### src/rtl/i2c_hs_pkg.sv
package i2c_hs_pkg;

   localparam int unsigned EV_N = 6;

   // strobe index = priority rank, 0 wins
   localparam int unsigned EV_ARB   = 0;
   localparam int unsigned EV_MATCH = 1;
   localparam int unsigned EV_START = 2;
   localparam int unsigned EV_RSTRT = 3;
   localparam int unsigned EV_ADDR  = 4;
   localparam int unsigned EV_DATA  = 5;

   typedef logic [7:0] stat_code_t;

   localparam stat_code_t ST_IDLE      = 8'hF8;
   localparam stat_code_t ST_START     = 8'h08;
   localparam stat_code_t ST_RSTART    = 8'h10;
   localparam stat_code_t ST_ADDR_ACK  = 8'h18;
   localparam stat_code_t ST_ADDR_NACK = 8'h20;
   localparam stat_code_t ST_DATA_ACK  = 8'h28;
   localparam stat_code_t ST_DATA_NACK = 8'h30;
   localparam stat_code_t ST_ARB_LOST  = 8'h38;
   localparam stat_code_t ST_OWN_MATCH = 8'h60;

   typedef struct packed {
      logic       valid;
      stat_code_t code;
   } ev_slot_t;

   function automatic stat_code_t ev_code(input int unsigned idx, input logic ack);
      stat_code_t c;
      case (idx)
         EV_ARB:   c = ST_ARB_LOST;
         EV_MATCH: c = ST_OWN_MATCH;
         EV_START: c = ST_START;
         EV_RSTRT: c = ST_RSTART;
         EV_ADDR:  c = ack ? ST_ADDR_ACK : ST_ADDR_NACK;
         EV_DATA:  c = ack ? ST_DATA_ACK : ST_DATA_NACK;
         default:  c = ST_IDLE;
      endcase
      return c;
   endfunction

endpackage

### src/rtl/i2c_hs_encode.sv
module i2c_hs_encode
   import i2c_hs_pkg::*;
#(
   parameter int unsigned N_EV = EV_N
)(
   input  logic [N_EV-1:0] ev,
   input  logic            ack,
   output ev_slot_t        sel
);

   if (N_EV < 1) begin : g_bad_n
      $error("i2c_hs_encode: N_EV must be at least 1");
   end

   // one-hot of the winning strobe, lowest index first
   logic [N_EV-1:0] win;
   logic [N_EV:0]   seen;

   assign seen[0] = 1'b0;
   for (genvar i = 0; i < N_EV; i++) begin : g_pri
      assign win[i]    = ev[i] & ~seen[i];
      assign seen[i+1] = seen[i] | ev[i];
   end

   always_comb begin
      sel.valid = seen[N_EV];
      sel.code  = ST_IDLE;
      for (int unsigned k = 0; k < N_EV; k++) begin
         if (win[k]) sel.code = ev_code(k, ack);
      end
   end

endmodule

### src/rtl/i2c_hs_queue.sv
module i2c_hs_queue
   import i2c_hs_pkg::*;
#(
   parameter int unsigned DEPTH = 1
)(
   input  logic       clk,
   input  logic       rst_n,
   input  logic       push,
   input  stat_code_t push_code,
   input  logic       pop,
   output ev_slot_t   head
);

   if (DEPTH > 16) begin : g_bad_depth
      $error("i2c_hs_queue: DEPTH above 16 is not supported");
   end

   if (DEPTH == 0) begin : g_none
      // no storage: anything pushed is dropped
      assign head.valid = 1'b0;
      assign head.code  = ST_IDLE;
   end else begin : g_fifo
      localparam int unsigned PW = (DEPTH < 2) ? 1 : $clog2(DEPTH);
      localparam int unsigned CW = $clog2(DEPTH + 1);
      localparam logic [PW-1:0] LAST = PW'(DEPTH - 1);
      localparam logic [CW-1:0] FULL = CW'(DEPTH);

      stat_code_t    mem [DEPTH];
      logic [PW-1:0] rd_q, wr_q;
      logic [CW-1:0] cnt_q;
      logic          do_pop, do_push;

      assign do_pop  = pop && (cnt_q != '0);
      assign do_push = push && ((cnt_q != FULL) || do_pop);

      always_ff @(posedge clk or negedge rst_n) begin
         if (!rst_n) begin
            rd_q  <= '0;
            wr_q  <= '0;
            cnt_q <= '0;
         end else begin
            if (do_pop)  rd_q <= (rd_q == LAST) ? '0 : rd_q + 1'b1;
            if (do_push) wr_q <= (wr_q == LAST) ? '0 : wr_q + 1'b1;
            case ({do_push, do_pop})
               2'b10:   cnt_q <= cnt_q + 1'b1;
               2'b01:   cnt_q <= cnt_q - 1'b1;
               default: cnt_q <= cnt_q;
            endcase
         end
      end

      always_ff @(posedge clk) begin
         if (do_push) mem[wr_q] <= push_code;
      end

      assign head.valid = (cnt_q != '0);
      assign head.code  = head.valid ? mem[rd_q] : ST_IDLE;
   end

endmodule

### src/rtl/i2c_hs_seq.sv
module i2c_hs_seq
   import i2c_hs_pkg::*;
#(
   parameter stat_code_t IDLE_CODE = ST_IDLE
)(
   input  logic       clk,
   input  logic       rst_n,
   input  ev_slot_t   src,
   input  logic       clr,
   output logic       flag,
   output stat_code_t stat
);

   logic       flag_q, load_q;
   stat_code_t code_q, stat_q;

   always_ff @(posedge clk or negedge rst_n) begin
      if (!rst_n) begin
         flag_q <= 1'b0;
         load_q <= 1'b0;
         code_q <= IDLE_CODE;
         stat_q <= IDLE_CODE;
      end else if (flag_q && clr) begin
         flag_q <= 1'b0;
         load_q <= 1'b0;
         stat_q <= IDLE_CODE;
      end else if (!flag_q && src.valid) begin
         flag_q <= 1'b1;
         load_q <= 1'b1;
         code_q <= src.code;
      end else if (load_q) begin
         load_q <= 1'b0;
         stat_q <= code_q;
      end
   end

   assign flag = flag_q;
   assign stat = stat_q;

endmodule

### src/rtl/i2c_hs_ctrl.sv
module i2c_hs_ctrl
   import i2c_hs_pkg::*;
#(
   parameter int unsigned PEND_DEPTH = 1,
   parameter logic [7:0]  IDLE_CODE  = 8'hF8
)(
   input  logic       clk,
   input  logic       rst_n,
   input  logic       ev_start_sent,
   input  logic       ev_rstart_sent,
   input  logic       ev_addr_done,
   input  logic       ev_data_done,
   input  logic       ev_ack_rcvd,
   input  logic       ev_arb_lost,
   input  logic       ev_own_match,
   input  logic       sw_wr_en,
   input  logic       sw_wr_flag,
   output logic       irq_flag,
   output logic [7:0] status,
   output logic       scl_hold_low
);

   logic [EV_N-1:0] ev_vec;
   ev_slot_t        enc, head, src;
   logic            flag, push, pop;
   stat_code_t      stat;

   always_comb begin
      ev_vec           = '0;
      ev_vec[EV_ARB]   = ev_arb_lost;
      ev_vec[EV_MATCH] = ev_own_match;
      ev_vec[EV_START] = ev_start_sent;
      ev_vec[EV_RSTRT] = ev_rstart_sent;
      ev_vec[EV_ADDR]  = ev_addr_done;
      ev_vec[EV_DATA]  = ev_data_done;
   end

   i2c_hs_encode #(.N_EV(EV_N)) u_enc (
      .ev  (ev_vec),
      .ack (ev_ack_rcvd),
      .sel (enc)
   );

   // older queued events go first; a fresh one queues behind them
   assign pop  = !flag && head.valid;
   assign push = enc.valid && (flag || head.valid);

   i2c_hs_queue #(.DEPTH(PEND_DEPTH)) u_q (
      .clk       (clk),
      .rst_n     (rst_n),
      .push      (push),
      .push_code (enc.code),
      .pop       (pop),
      .head      (head)
   );

   always_comb begin
      src.valid = !flag && (head.valid || enc.valid);
      src.code  = head.valid ? head.code : enc.code;
   end

   i2c_hs_seq #(.IDLE_CODE(IDLE_CODE)) u_seq (
      .clk   (clk),
      .rst_n (rst_n),
      .src   (src),
      .clr   (sw_wr_en && sw_wr_flag),
      .flag  (flag),
      .stat  (stat)
   );

   assign irq_flag     = flag;
   assign status       = stat;
   assign scl_hold_low = flag;

endmodule

### config.mk
export PLATFORM = sky130hd
export DESIGN_NAME = i2c_hs_ctrl
export DESIGN_NICKNAME = d
export VERILOG_FILES = /design/src/rtl/i2c_hs_pkg.sv /design/src/rtl/i2c_hs_encode.sv /design/src/rtl/i2c_hs_queue.sv /design/src/rtl/i2c_hs_seq.sv /design/src/rtl/i2c_hs_ctrl.sv
export SDC_FILE = /design/constraint.sdc
export NUM_CORES = 1
export LEC_CHECK = 0
export BUFFER_PORTS_ARGS = -buffer_cell sky130_fd_sc_hd__buf_2
export CORE_ASPECT_RATIO = 1.1
export CORE_UTILIZATION = 30
export DETAILED_ROUTE_END_ITERATION = 7
export REMOVE_ABC_BUFFERS = 1
export SETUP_SLACK_MARGIN = 0.4
export SYNTH_ARGS = -nofsm -noshare
export SYNTH_HDL_FRONTEND = slang
export SYNTH_SLANG_ARGS = --single-unit
### constraint.sdc
create_clock -name clk -period 2 [get_ports clk]
set_input_delay 0.4 -clock clk [delete_from_list [all_inputs] [get_ports clk]]
set_output_delay 0.4 -clock clk [all_outputs]
set_load 0.1 [all_outputs]
# ---- Word-level counts from Yosys, hierarchy flattened
# Memory sizes are Yosys's and may differ from the RTL's.
# Cells that the tools add are included.
dict set report totals {
  in_bits 11
  n_memories 1
  reg_bits 19
  mem_bits_rw 8
  wordCells 64
}
# name words width read_ports rd_clocked_by_memory_dff wr line_no
set memory_table {}
lappend memory_table {u_q.g_fifo.mem 1 8 1 0 1 i2c_hs_queue.sv:28} ;# stat_code_t mem [DEPTH];
dict set report classes {
  addsub 2
  reduce_logical 17
  muxes 19
  eq_ne 3
  n_bitwise 17
}
# op count
set ops {}
lappend ops {{$mux W8} 10}
lappend ops {{$logic_and A1 B1 Y1} 8}
lappend ops {{$not A1 Y1} 7}
lappend ops {{$mux W1} 6}
lappend ops {{$mux W6} 1}
lappend ops {{$reduce_bool A2 Y1} 3}
lappend ops {{$and A1 B1 Y1} 5}
lappend ops {{$mux W5} 1}
lappend ops {{$or A1 B1 Y1} 5}
lappend ops {{$reduce_and A2 Y1} 2}
lappend ops {{$logic_or A1 B1 Y1} 3}
lappend ops {{$eq A2 B1 Y1 const B} 1}
lappend ops {{$eq A2 B2 Y1 const B} 1}
lappend ops {{$ne A2 B1 Y1 const B} 1}
lappend ops {{$pmux W1 S2} 1}
lappend ops {{$add A1 B1 Y1 const B} 1}
lappend ops {{$logic_not A1 Y1} 1}
lappend ops {{$sub A1 B1 Y1 const B} 1}

# ---- Logic depth before layout (Yosys ltp)
# Gate-level depths: netlist of run 1.
dict set report depth {
  word_depth 10
  ltp_mapped 5
}

# ---- Hierarchy
# A second synthesis of run 1 with hierarchy kept.
dict set report hier_totals {
  cells_unflattened 135
  hier_area_um2 1400.1
}
# module n_inst seq_area_each_um2 area_each_um2 cells_per_inst
set by_module_without_submodules {}
lappend by_module_without_submodules {i2c_hs_seq 1 462.9 764.5 79}
lappend by_module_without_submodules {i2c_hs_queue 1 265.3 345.3 21}
lappend by_module_without_submodules {i2c_hs_ctrl 1 0.0 165.2 14}
lappend by_module_without_submodules {i2c_hs_encode 1 0.0 125.1 21}

# ---- Least setup slack after synthesis of run 1
# Ideal clock, no wire load.
dict set report synth_timing {
  path_type {reg2reg}
  from {register u_seq.flag_q, in the netlist u_seq.flag}
  to {memory u_q.g_fifo.mem[0][3] in the netlist's numbering (enable)}
  setup_slack_ns 0.016
  arrival_ns 1.633
  period_less_slack_ns 1.984
  path_stages_with_launch 4
  path_buffers 1
  cell_sequence {dfrtp_1 clkbuf_1 nand2b_1 a21oi_1}
}
dict set report synth_via {
  elab_chain_len 7
}
# item line_no
set synth_lines {}
lappend synth_lines {{from (decl)} i2c_hs_seq.sv:14} ;# logic flag_q, load_q;
lappend synth_lines {{from (signal assigned)} i2c_hs_seq.sv:19} ;# flag_q <= 1'b0;
lappend synth_lines {{from (signal assigned)} i2c_hs_seq.sv:24} ;# flag_q <= 1'b0;
lappend synth_lines {{from (signal assigned)} i2c_hs_seq.sv:28} ;# flag_q <= 1'b1;
lappend synth_lines {{$logic_not A1 Y1} i2c_hs_ctrl.sv:45} ;# assign pop = !flag && head.valid;
lappend synth_lines {{$logic_and A1 B1 Y1} i2c_hs_ctrl.sv:45}
lappend synth_lines {{$logic_and A1 B1 Y1} i2c_hs_queue.sv:33} ;# assign do_pop = pop && (cnt_q != '0);
lappend synth_lines {{$logic_or A1 B1 Y1} i2c_hs_queue.sv:34} ;# assign do_push = push && ((cnt_q != FULL) || do_pop);
lappend synth_lines {{$logic_and A1 B1 Y1 *} i2c_hs_queue.sv:34}
lappend synth_lines {{named net u_q.g_fifo.do_push} i2c_hs_queue.sv:31} ;# logic do_pop, do_push;
lappend synth_lines {{$mux W1 *} i2c_hs_queue.sv:53} ;# if (do_push) mem[wr_q] <= push_code;
lappend synth_lines {{$mux W1 (not written as such) *} i2c_hs_queue.sv:53}
lappend synth_lines {{to (decl)} i2c_hs_queue.sv:28}
# The timed path passes the listed nets; every way through them passes the cells marked *.

# ---- Worst setup path after layout of run 1
dict set report layout_timing {
  from {register u_seq.flag_q, in the netlist u_seq.flag}
  to {output scl_hold_low}
}
# item line_no
set layout_lines {}
lappend layout_lines {{to (decl)} i2c_hs_ctrl.sv:20} ;# output logic scl_hold_low
# No word-level cell between the ends.

==> impl_metrics.toml, run 1 <==
[critical_path]
end_kind = "output pin"
required_ps = 1600
rr_startpoint = "u_q.g_fifo.cnt_q$_DFFE_PN0P_"
max_stage_delay_ps = 350
ff2ff_setup_slack_ps = 500
cp_max_fo = 10
cpMaxStageDelayCell = "dfrtp_1"
reg2reg_to = "u_seq.stat[4]$_DFFE_PN1P_"
critPathLaunchType = "flip-flop"
reg2regPathDepth = 3
crit_type = "reg2out"
path_cells = "buf_4, clkbuf_4"
cp.arrival_ps = 1160

[power]
power_uw = 946
power_density_nw_per_um2 = 862
p_seq_share_pct = 48.3
combPwrFrac_pct = 32.7
leakagePower_uw = 0.000456
power_frac_clock_pct = 19.0
swShare_pct = 38.1
switching_power_uw = 361
power.internal_uw = 585
peakVddDrop_v = 0.000540

[grt]
gr-usage-met3_pct = 4.20
antenna_found_initial = 0
first_global_vias = 688
grt_pass1_wl_um = 3240
track_usage_pct = 12.8
top_usage_layer = "met2"
grt_max_degree = 14
gr-total-overflow = 0
met2_usage_pct = 20.5
grtUsageMet1_pct = 15.7

[layout]
final_common_cell = "inv_1"
layout-drive-gt1-share_pct = 37.5
final_core_util_pct = 36.0
layout_common_cells = "inv_1, o211ai_1, buf_2, dfstp_2"
num_antenna_cells = 0
nFillCells = 316
layout.nets = 116
fin_cells = 138
area_delta_synth_final_pct = 15.1

[placement]
io_buffers = 17
dp_hpwl_um = 1460
dp.cells = 133
dpl_worst_slack_ps = 286
gp_congestion = 0.716

[clock_network]
clock_sinks = 18
cts-buffers-inserted = 3
tritoncts = "yes"
clockBufferDepth = 2
clk_pin_slew_ps = 100
cts_root_buf = "clkbuf_4"
htree_num_levels = 1
insertion_delay_ps = 290

[drt]
dr.pass1.iters = 4
drc_errors = 0
ant_nets = 0
routed_wl_um = 1860
vias_per_cell = 5.22
drt_iter0_drc = 5
vias = 721
post_drt_wl_per_cell_um = 13.5

[worst_hold_path]
holdPathStages = 3
whs_endpoint = "u_seq.code_q[6]$_DFFE_PN1P_"
min_from = "ev_arb_lost"
worst_hold_path_type = "in2reg"

[synthesis]
syn_avg_cell_area_um2 = 11.0
netlist_instances = 87
netlist_area_um2 = 953
synth.distinct_cells = 35
ys_warn_count = 0
ys_seq_elements = 18
ys_seq_area_share_pct = 51.2

[timing]
fin_crit_sh_pct = 78.2
setup_slack_ps = 436
fmax_ghz = 0.640
worst-slew-pin-transition_ps = 584
setup_viol = 0
slew_viol_final = 0
rsz0062_at_grt = "yes"
relSlewSlack_pct = 60.1
period_needed_ps = 1560
clock_skew_ps = 2.03
fin_tns_setup_ps = 0
hold_violations = 0

[floorplan]
coreArea_um2 = 3050
rows = 21
io_pins = 21
fp.dieW_um = 55.8
start_util_pct = 31.3
die_h_um = 61.1
die_area_um2 = 3410

[run_status]
outcome = "completed"

[job]
maxCapViolCount = 0
## final cells by class
| type | instances | area [µm²] | share of cell area, % |
|---|---|---|---|
| Clock buffer | 3 | 22.5 | 2.05 |
| Clock inverter | 1 | 3.75 | 0.342 |
| Inverter | 11 | 41.3 | 3.76 |
| Multi-Input combinational cell | 52 | 378 | 34.4 |
| Sequential cell | 18 | 489 | 44.6 |
| Tap cell | 34 | 42.5 | 3.88 |
| Timing Repair Buffer | 19 | 120 | 10.9 |
## stage by stage
step           hold WS, ps  instance area [µm²]
2_1_floorplan          104                  900
3_5_place_dp           312                 1030
5_1_grt                464                 1100
4_1_cts                455                 1090
3_3_place_gp           302                 1030
6_report               455                 1100
## how the worst max path moves through the flow
stage | from | to | slack, ps | cells after the start
floorplan | u_seq.flag$_DFFE_PN0P_ | u_seq.stat[3]$_DFFE_PN1P_ | -480 | 3
global placement | ev_arb_lost | u_seq.stat[5]$_DFFE_PN1P_ | 320 | 4
detailed placement | ev_arb_lost | u_seq.stat[4]$_DFFE_PN1P_ | 290 | 4
CTS | u_seq.flag$_DFFE_PN0P_ | scl_hold_low | 340 | 2
global route | u_seq.flag$_DFFE_PN0P_ | scl_hold_low | 360 | 2
finish | u_seq.flag$_DFFE_PN0P_ | scl_hold_low | 440 | 2
## metal layers
metal	up-vias	wire, µm	share of wire, %
met5	-	0	0
met4	0	46	2.5
met3	7	80	4.3
met2	18	882	47
met1	348	849	46
li1	348	-	-
## sequential cells by signal, indices dropped and copies added (netlist names)
register          cells
u_seq.flag            1
u_seq.code_q          5
u_q.g_fifo.mem        5
u_q.g_fifo.cnt_q      1
u_seq.stat            5
u_seq.load_q          1
## cell families (layout without fill, tap and decap cells)
family	Yosys count	after routing	share of synthesized area, %
DFF	18	18	51.2
buffers and inverters	19	34	10.8
other	1	3	0.393
adders and majority gates	1	1	1.05
and+or+nand+nor	22	22	13.9
muxes	1	1	1.05
AOI/OAI and AO/OA	25	25	21.7
## Yosys cell counts
master	n	area share [%]
maj3_1	1	1.0
or4b_1	1	1.0
or3b_2	1	0.92
a211o_1	1	0.92
nand3_1	1	0.52
a211oi_2	1	1.3
conb_1	1	0.39
a221oi_1	2	1.8
dfrtp_1	3	7.9
buf_2	1	0.52
buf_6	2	2.4
o2bb2ai_1	1	0.92
nor4b_2	1	1.6
edfxtp_1	5	16
o22ai_1	1	0.66
o211ai_1	10	7.9
inv_1	11	4.3
or2b_1	2	1.6
buf_4	4	3.1
nor2_1	6	2.4
nand2b_1	3	2.0
a22o_1	1	0.92
a21boi_0	1	0.79
o311ai_0	2	1.8
nand2_1	4	1.6
or4_4	1	1.2
dfstp_2	10	28
o21a_4	1	1.6
a21o_1	2	1.6
a21oi_1	1	0.52
a2111oi_0	1	0.92
nor4_1	1	0.66
nor3_1	1	0.52
clkbuf_1	1	0.39
mux2i_1	1	1.0
## power groups by stage
stage,clock [µW],sequential (µW),combinational (µW)
2_1_floorplan,0,607,94.3
3_3_place_gp,0,463,293
3_5_place_dp,0,464,297
4_1_cts,191,458,309
5_1_grt,205,463,328
6_report,180,457,309
## worst max-delay path: cells and delay by family, from the launching register on
family	cells	cell delay, ps
buffers and inverters	2	510
DFF	1	350
## what timing repair did
action,4_1_cts,5_1_grt
endpoints found under the hold margin,3,0
hold buffers,1,0
setup endpoints to repair,12,10
setup buffers,0,0
gates cloned,0,0
gates resized for setup,6,4
(Power assumes the default switching activity.)
==> run 2: changes to the inputs <==
==> constraint.sdc (replaced) <==
create_clock -name clk -period 1.3 [get_ports clk]
set_input_delay 0.26 -clock clk [delete_from_list [all_inputs] [get_ports clk]]
set_output_delay 0.26 -clock clk [all_outputs]
set_load 0.1 [all_outputs]
==> run 2 against run 1 <==
Effect of this change:
- the run now ends with negative setup slack left
- count of clock-buffer cells in the layout grew 1
- wire length grew 32%
- worst setup slack lost 620 ps
- critical path type is now reg2reg
- clock skew grew 2.0 ps
- utilization grew 17 points
==> impl_metrics.toml, run 2 (synthesized netlist as in run 1, its figures left out) <==
[run_status]
outcome = "complete, but fails checks"
violations = "negative setup slack"

[clock_network]
htree_num_levels = 1
clockBufferDepth = 2
clk_pin_slew_ps = 100
tritoncts = "yes"
cts_root_buf = "clkbuf_4"
clock_sinks = 18
insertion_delay_ps = 290
cts-buffers-inserted = 3

[critical_path]
path_cells = "or4b_4, buf_4, o211ai_1, o211ai_1"
critPathLaunchType = "flip-flop"
reg2regPathDepth = 4
required_ps = 1510
cpMaxStageDelayCell = "or4b_4"
crit_path_frequent_cell = "o211ai_1"
cp_max_fo = 3
crit_type = "reg2reg"
max_stage_delay_ps = 560
rr_startpoint = "u_q.g_fifo.cnt_q$_DFFE_PN0P_"
ff2ff_setup_slack_ps = -190
cp.arrival_ps = 1700
reg2reg_to = "u_seq.stat[4]$_DFFE_PN1P_"
end_kind = "flip-flop"

[floorplan]
die_area_um2 = 3410
io_pins = 21
rows = 21
coreArea_um2 = 3050
fp.dieW_um = 55.8
die_h_um = 61.1
start_util_pct = 31.3

[job]
maxCapViolCount = 0

[timing]
setup_viol = 15
hold_violations = 0
slew_viol_final = 0
period_needed_ps = 1490
fmax_ghz = 0.673
timing.hold.ws_ps = 261
fin_crit_sh_pct = 114
rsz0062_at_grt = "yes"
clock_skew_ps = 4.03
setup_slack_ps = -186

[placement]
io_buffers = 17
dp_hpwl_um = 1590
dpl_cell_area_um2 = 1260
gp_congestion = 0.853

[drt]
post_drt_wl_per_cell_um = 15.1
dr.pass1.iters = 4
drc_errors = 0
vias = 839
vias_per_cell = 5.15
ant_nets = 0
routed_wl_um = 2460
drt_iter0_drc = 10

[power]
power_density_nw_per_um2 = 1060
peakVddDrop_v = 0.000797
p_seq_share_pct = 41.8
power_frac_clock_pct = 19.6
combPwrFrac_pct = 38.6
power.internal_uw = 1110
switching_power_uw = 618
swShare_pct = 35.8
leakagePower_uw = 0.000693

[layout]
final_common_cell = "buf_4"
num_antenna_cells = 0
stdcell_area_um2 = 1620
multi_input_area_um2 = 534
nFillCells = 265
layout.nets = 141
area_delta_synth_final_pct = 69.9
regArea_um2 = 488
layout-drive-gt1-share_pct = 62.0
layout_common_cells = "buf_4, buf_6, o211ai_1, dfstp_2, inv_1"
final_core_util_pct = 53.2

[grt]
gr-total-overflow = 0
grt_pass1_wl_um = 4020
first_global_vias = 868
grt_max_degree = 14
antenna_found_initial = 0
track_usage_pct = 15.8

[worst_hold_path]
whs_endpoint = "u_seq.stat[6]$_DFFE_PN1P_"
min_from = "sw_wr_flag"
holdPathStages = 3
worst_hold_path_type = "in2reg"
==> run 2: area by class of cell <==
class,instances,share of cell area [%]
multi-input combinational,52,33.0
sequential,18,30.1
timing repair buffer,44,29.3
inverter,11,2.70
tap,34,2.63
clock buffer,4,2.24
==> run 2: worst max path at each step <==
stage                     slack, ps                         to                          from  depth (start not counted)
after floorplan               -1180  u_seq.stat[3]$_DFFE_PN1P_        u_seq.flag$_DFFE_PN0P_                          3
after global placement         -230  u_seq.stat[7]$_DFFE_PN1P_                   ev_arb_lost                          4
after detailed placement       -300  u_seq.stat[4]$_DFFE_PN1P_                   ev_arb_lost                          4
after CTS                      -160  u_seq.stat[4]$_DFFE_PN1P_  u_q.g_fifo.cnt_q$_DFFE_PN0P_                          4
after global routing           -220  u_seq.stat[3]$_DFFE_PN1P_  u_q.g_fifo.cnt_q$_DFFE_PN0P_                          4
final                          -190  u_seq.stat[4]$_DFFE_PN1P_  u_q.g_fifo.cnt_q$_DFFE_PN0P_                          4
==> run 2: per-layer routing <==
metal	wire [µm]	GRT usage (%)	part of all wire, %
met5	0	0	0
met4	51	2.86	2.1
met3	102	3.78	4.2
met2	1300	29.8	53
met1	1000	18.8	41
==> run 2: critical path, delay by kind of cell (launching register included) <==
kind / cells / cell delay, ps
flip-flops: 1 / 420
AND/OR/NAND/NOR: 1 / 560
buffers and inverters: 1 / 160
AO/OA/AOI/OAI: 2 / 270
==> run 2: power groups by stage <==
stage / Sequential (µW) / Combinational [µW] / Clock (µW)
floorplan: 933 / 145 / 0
global placement: 727 / 572 / 0
detailed placement: 730 / 579 / 0
CTS: 720 / 640 / 359
global route: 729 / 695 / 371
finish: 721 / 666 / 338
==> run 2: through the flow <==
stage                     total power, µW  setup WS [ps]  setup TNS (ps)  instances
after floorplan                      1080          -1180          -19530         81
after global placement               1300           -227           -2490        149
after detailed placement             1310           -301           -3170        149
after CTS                            1720           -160            -818        161
after global routing                 1790           -219           -2050        163
final                                1720           -186           -1370        163
==> run 2: repair_timing <==
action                                 CTS  global route
setup endpoints to repair               28            29
hold buffers                             1             0
pin swaps                                9             8
resized for setup                       35            18
buffers inserted                         7             2
endpoints found under the hold margin    3             0
